--- src/rtl/vec_elem_seq.sv ---
module vec_elem_seq #(
  parameter int OPW = 4,
  parameter int VLW = 7
) (
  input  logic           clk,
  input  logic           rst_n,
  input  logic           in_valid,
  output logic           in_ready,
  input  logic [OPW-1:0] in_op,
  input  logic           in_fp,
  input  logic [VLW-1:0] in_vl,
  input  logic [4:0]     in_rd,
  input  logic [4:0]     in_rs1,
  input  logic [4:0]     in_rs2,
  input  logic [4:0]     in_rs3,
  input  logic [4:0]     in_pred,
  input  logic [3:0]     in_vec,
  output logic           out_valid,
  input  logic           out_ready,
  output logic [OPW-1:0] out_op,
  output logic [6:0]     out_rd,
  output logic [6:0]     out_rs1,
  output logic [6:0]     out_rs2,
  output logic [6:0]     out_rs3,
  output logic [6:0]     out_pred,
  output logic [VLW-1:0] out_elem,
  output logic           out_first,
  output logic           out_last,
  output logic           out_wen,
  output logic           out_err
);
  localparam int IW = 7;
  localparam int SW = (IW > VLW ? IW : VLW) + 1;
  localparam logic [IW-1:0] FP_OFS = IW'(32);

  logic           busy;
  logic [OPW-1:0] op_q;
  logic [IW-1:0]  base_q [4];
  logic [IW-1:0]  pred_q;
  logic [3:0]     vec_q;
  logic [VLW-1:0] vl_q, elem_q;
  logic [IW-1:0]  idx [4];
  logic [3:0]     ovf;

  wire take = in_valid && in_ready;
  wire give = out_valid && out_ready;
  wire [IW-1:0] cls = in_fp ? FP_OFS : '0;

  assign in_ready  = !busy;
  assign out_valid = busy;

  always_ff @(posedge clk) begin
    if (!rst_n) begin
      busy   <= 1'b0;
      elem_q <= '0;
      vl_q   <= '0;
    end else if (take) begin
      busy      <= (in_vl != '0);
      elem_q    <= '0;
      vl_q      <= in_vl;
      op_q      <= in_op;
      vec_q     <= in_vec;
      base_q[0] <= IW'(in_rd)  + cls;
      base_q[1] <= IW'(in_rs1) + cls;
      base_q[2] <= IW'(in_rs2) + cls;
      base_q[3] <= IW'(in_rs3) + cls;
      pred_q    <= IW'(in_pred);
    end else if (give) begin
      if (out_last) busy <= 1'b0;
      else elem_q <= elem_q + 1'b1;
    end
  end

  for (genvar g = 0; g < 4; g++) begin : g_op
    wire [SW-1:0] sum = SW'(base_q[g]) + (vec_q[g] ? SW'(elem_q) : '0);
    assign ovf[g] = sum > SW'(2**IW - 1);
    assign idx[g] = ovf[g] ? '0 : sum[IW-1:0];
  end

  assign out_op    = op_q;
  assign out_rd    = idx[0];
  assign out_rs1   = idx[1];
  assign out_rs2   = idx[2];
  assign out_rs3   = idx[3];
  assign out_pred  = pred_q;
  assign out_elem  = elem_q;
  assign out_first = busy && (elem_q == '0);
  assign out_last  = busy && (elem_q == vl_q - 1'b1);
  assign out_err   = busy && (|ovf);
  assign out_wen   = busy && !(|ovf) && (idx[0] != '0);


  reset_idle_chk: assert property (@(posedge clk) $past(!rst_n) |-> !out_valid && in_ready);

  stall_hold_chk: assert property (@(posedge clk) disable iff (!rst_n)
    out_valid && !out_ready |=> out_valid && $stable(out_rd) && $stable(out_rs1) &&
      $stable(out_rs2) && $stable(out_rs3) && $stable(out_elem) && $stable(out_pred));

  elem_step_chk: assert property (@(posedge clk) disable iff (!rst_n)
    out_valid && out_ready && !out_last |=> out_valid && out_elem == VLW'($past(out_elem) + 1'b1));

  run_end_chk: assert property (@(posedge clk) disable iff (!rst_n)
    out_valid && out_ready && out_last |=> !out_valid && in_ready);

  zero_len_chk: assert property (@(posedge clk) disable iff (!rst_n)
    in_valid && in_ready && in_vl == '0 |=> in_ready && !out_valid);

  start_first_chk: assert property (@(posedge clk) disable iff (!rst_n)
    in_valid && in_ready && in_vl != '0 |=> out_valid && out_first && !in_ready);

  zero_dest_chk: assert property (@(posedge clk) disable iff (!rst_n)
    out_wen |-> out_rd != '0 && !out_err);
endmodule

--- config.mk ---
export PLATFORM = sky130hd
export DESIGN_NAME = vec_elem_seq
export DESIGN_NICKNAME = d
export VERILOG_FILES = /design/src/rtl/vec_elem_seq.sv
export SDC_FILE = /design/constraint.sdc
export NUM_CORES = 1
export LEC_CHECK = 0
export ABC_AREA = 1
export BUFFER_PORTS_ARGS = -buffer_cell sky130_fd_sc_hd__buf_2
export CORE_MARGIN = 2
export CORE_UTILIZATION = 57
export CTS_CLUSTER_SIZE = 20
export DETAILED_ROUTE_END_ITERATION = 8
export MAX_ROUTING_LAYER = met4
export PLACE_DENSITY = 0.94
export REMOVE_ABC_BUFFERS = 1
export SLEW_MARGIN = 15
export SYNTH_ARGS = -nofsm -noshare
export SYNTH_HDL_FRONTEND = slang
export SYNTH_SLANG_ARGS = --single-unit
--- constraint.sdc ---
create_clock -name clk -period 4.7 [get_ports clk]
set_input_delay 0.47 -clock clk [delete_from_list [all_inputs] [get_ports clk]]
set_output_delay 0.47 -clock clk [all_outputs]
set_load 0.02 [all_outputs]
==> impl_metrics.py <==
metrics = {
    "synth": {
        "synth_top_family_by_area": "simple AND/OR/NAND/NOR gates",
        "yosys.area.top_type": "edfxtp_1",
        "yosys-top-cells-area": "edfxtp_1 (29%), nand2_1 (13%), ha_1 (9.5%)",
        "yosys.area_share.simple": 0.292,
        "synthAdderAreaFrac": 0.117,
        "ys.flop_type": "edfxtp_1",
        "synth_most_common_cell": "nand2_1",
        "synth_common_cells": "nand2_1 (121), inv_1 (88), nor2_1 (41), edfxtp_1 (34), nand3_1 (29)",
        "ys.warnings.count": 0,
        "yosysUniqueCellTypes": 39,
        "ys_ff_latch": 49,
        "synth_edf_count": 34,
        "synth_xor_area_frac": 0.0344,
        "synth_mux_area_frac": 0,
        "syn_area_sq_um": 3570,
        "synthArstFlopShare": 0,
        "avgSynthCellArea_sq_um": 7.64,
        "synth_top_area_share": 0.286,
        "syn_inst": 467,
        "synth-compound-area-share": 0.0652,
        "ys_seq_area_frac": 0.370,
    },
    "drt": {
        "totalWireLength_mm": 8.27,
        "wl_per_cell_um": 13.0,
        "wl_met1_mm": 3.37,
        "remaining_drc_errors": 0,
        "viasPerCell": 5.32,
        "wl_met2_mm": 4.05,
        "vias": 3377,
        "dr.max_layer_used": "met4",
        "ant_nets": 0,
        "wl_met3_um": 580,
        "drtIter0Drc": 200,
        "first_pass_iters": 5,
    },
    "cts": {
        "hold_buffers": 0,
        "htreeDepth": 2,
        "cts_buffer_depth": 2,
        "clkTransAtPathRegs_ns": 0.09,
        "cts-resized-gates": 0,
        "cts_setup_buffers": 0,
        "cts_buffers": 5,
        "cts_sinks": 49,
        "clock_latency_ns": 0.30,
        "tritoncts": "yes",
        "cts-root-buf": "clkbuf_8",
    },
    "worst_setup_path": {
        "r2r_slack_ns": 2.79,
        "reg2reg_depth": 5,
        "crit_type": "flip-flop to primary output",
        "worstReg2RegStart": "out_valid",
        "cp_max_fo": 13,
        "cp.arrival_ns": 2.97,
        "crit_required_ns": 4.23,
        "r2r_end": "vl_q[3]",
        "start_kind": "flip-flop",
        "cp-end-kind": "primary output",
    },
    "timing": {
        "rsz0062_at_grt": "no",
        "final.setup_skew_ns": 0.00516,
        "finalMaxSlewViolations": 0,
        "min_period_ns": 3.44,
        "max_freq_mhz": 291,
        "tightest_slew_ns": 1.01,
        "hold_violations": 0,
        "period_share": 0.732,
        "setup_viol": 0,
        "setup_slack_ns": 1.26,
        "fin_tns_setup_ns": 0,
        "slew_headroom": 0.326,
    },
    "min_path": {
        "min_path_cells": 1,
        "holdPathEnd": "base_q[1][2]",
        "hp-class": "input port to flip-flop",
        "hold_start": "in_rs1[2]",
    },
    "global_routing": {
        "gr-usage-all-layers": 0.243,
        "grt_max_degree": 39,
        "grt_overflow": 0,
        "antenna_found_initial": 0,
        "grt_pass1_wl_mm": 13.4,
        "grt_pass1_vias": 3178,
    },
    "floorplanning": {
        "dieHeight_um": 83.1,
        "io_pins": 97,
        "die_w_um": 83.1,
        "dieArea_sq_um": 6910,
        "coreArea_sq_um": 5990,
        "start_util": 0.595,
        "num_rows": 28,
    },
    "pwr": {
        "leakagePower_nw": 2.35,
        "ir_worst_vdd_v": 0.000182,
        "power.density_nw_per_um2": 219,
        "power_uw": 913,
    },
    "finish": {
        "antennaDiodeCount": 0,
        "final_layout_size_suffix_gt1_frac": 0.227,
        "area_growth_pct": 16.7,
        "nNetsFinal": 635,
        "finalCoreUtilization": 0.695,
    },
    "placement": {
        "pre_cts_ws_ns": 1.69,
        "dp_hpwl_mm": 6.45,
        "io_buffers": 94,
        "place.gp.congestion": 0.890,
    },
    "run": {
        "drv_cap": 0,
    },
    "outcome": {
        "status": "completed",
    },
}
## area by class of cell
class,instances,area [sq um]
clock inverter,3,17.5
timing repair buffer,94,470
fill,482,1830
sequential,49,1320
tap,75,93.8
inverter,96,363
multi-input combinational,313,1830
clock buffer,5,68.8
## cell usage in the layout (no fill, tap or decap), types with 3 or more instances in the layout
master	synthesis	layout
nand2_1	121	121
buf_2	4	94
inv_1	88	88
nor2_1	41	40
edfxtp_1	34	34
nand3_1	29	29
ha_1	27	27
a21oi_1	21	21
dfxtp_1	15	15
xor2_1	12	12
nand4_1	9	9
inv_2	7	7
nand2_2	7	7
o21ai_0	6	6
nor3b_1	6	6
clkbuf_8	0	5
nor3_1	4	4
fa_1	4	4
a22oi_1	3	3
o22ai_1	3	3
## metal layers
layer,vias to the layer above,global-route usage
met5,-,-
li1,1660,-
met4,0,0.0999
met2,156,0.405
met3,28,0.0417
met1,1533,0.291
## worst max path at each step
stage,startpoint,endpoint,slack (ns)
finish,out_elem[2],out_wen,1.26
global route,out_elem[2],out_wen,1.02
floorplan,out_valid,vl_q[3],1.85
detailed placement,out_elem[2],out_wen,1.69
CTS,out_elem[2],out_wen,1.35
global placement,out_elem[2],out_wen,1.74
## critical path: stages, from the launching register on
cell and delay [ns]:
dfxtp_1 0.69, nand2_1 0.11, inv_1 0.08, ha_1 0.29, nand2_1 0.09, inv_1 0.05, nand2_1 0.05, nand3_1 0.11
a21oi_2 0.31, inv_2 0.08, nor2_1 0.25, nand3_1 0.23, nor2_1 0.14, buf_2 0.17
## logic make-up after synthesis
kind of cell	Yosys count
buffers and inverters	106
XOR/XNOR	14
adder cells (fa/ha/maj)	31
other	1
flip-flops	49
AND/OR/NAND/NOR	227
AO/OA/AOI/OAI	39
## report_power, final
group | switching, mW | leakage (nW) | total, mW | internal, mW
clock network | 0.143 | 0.0455 | 0.246 | 0.103
registers | 0.0142 | 0.438 | 0.496 | 0.482
logic | 0.110 | 1.86 | 0.171 | 0.0608
total | 0.267 | 2.35 | 0.913 | 0.646
## metrics by stage
stage	cells	hold slack (ns)	cell area, sq um
2_1_floorplan	458	0.465	3510
3_3_place_gp	627	0.477	4080
3_5_place_dp	627	0.496	4080
4_1_cts	635	0.328	4160
5_1_grt	635	0.319	4160
6_report	635	0.328	4160
## registers in the layout, summed over array words and instances (netlist names)
register   count
base_q        21
vl_q           7
vec_q          4
out_elem       7
out_op         4
out_pred       5
out_valid      1
No activity file was read; power rests on OpenSTA's default activity.
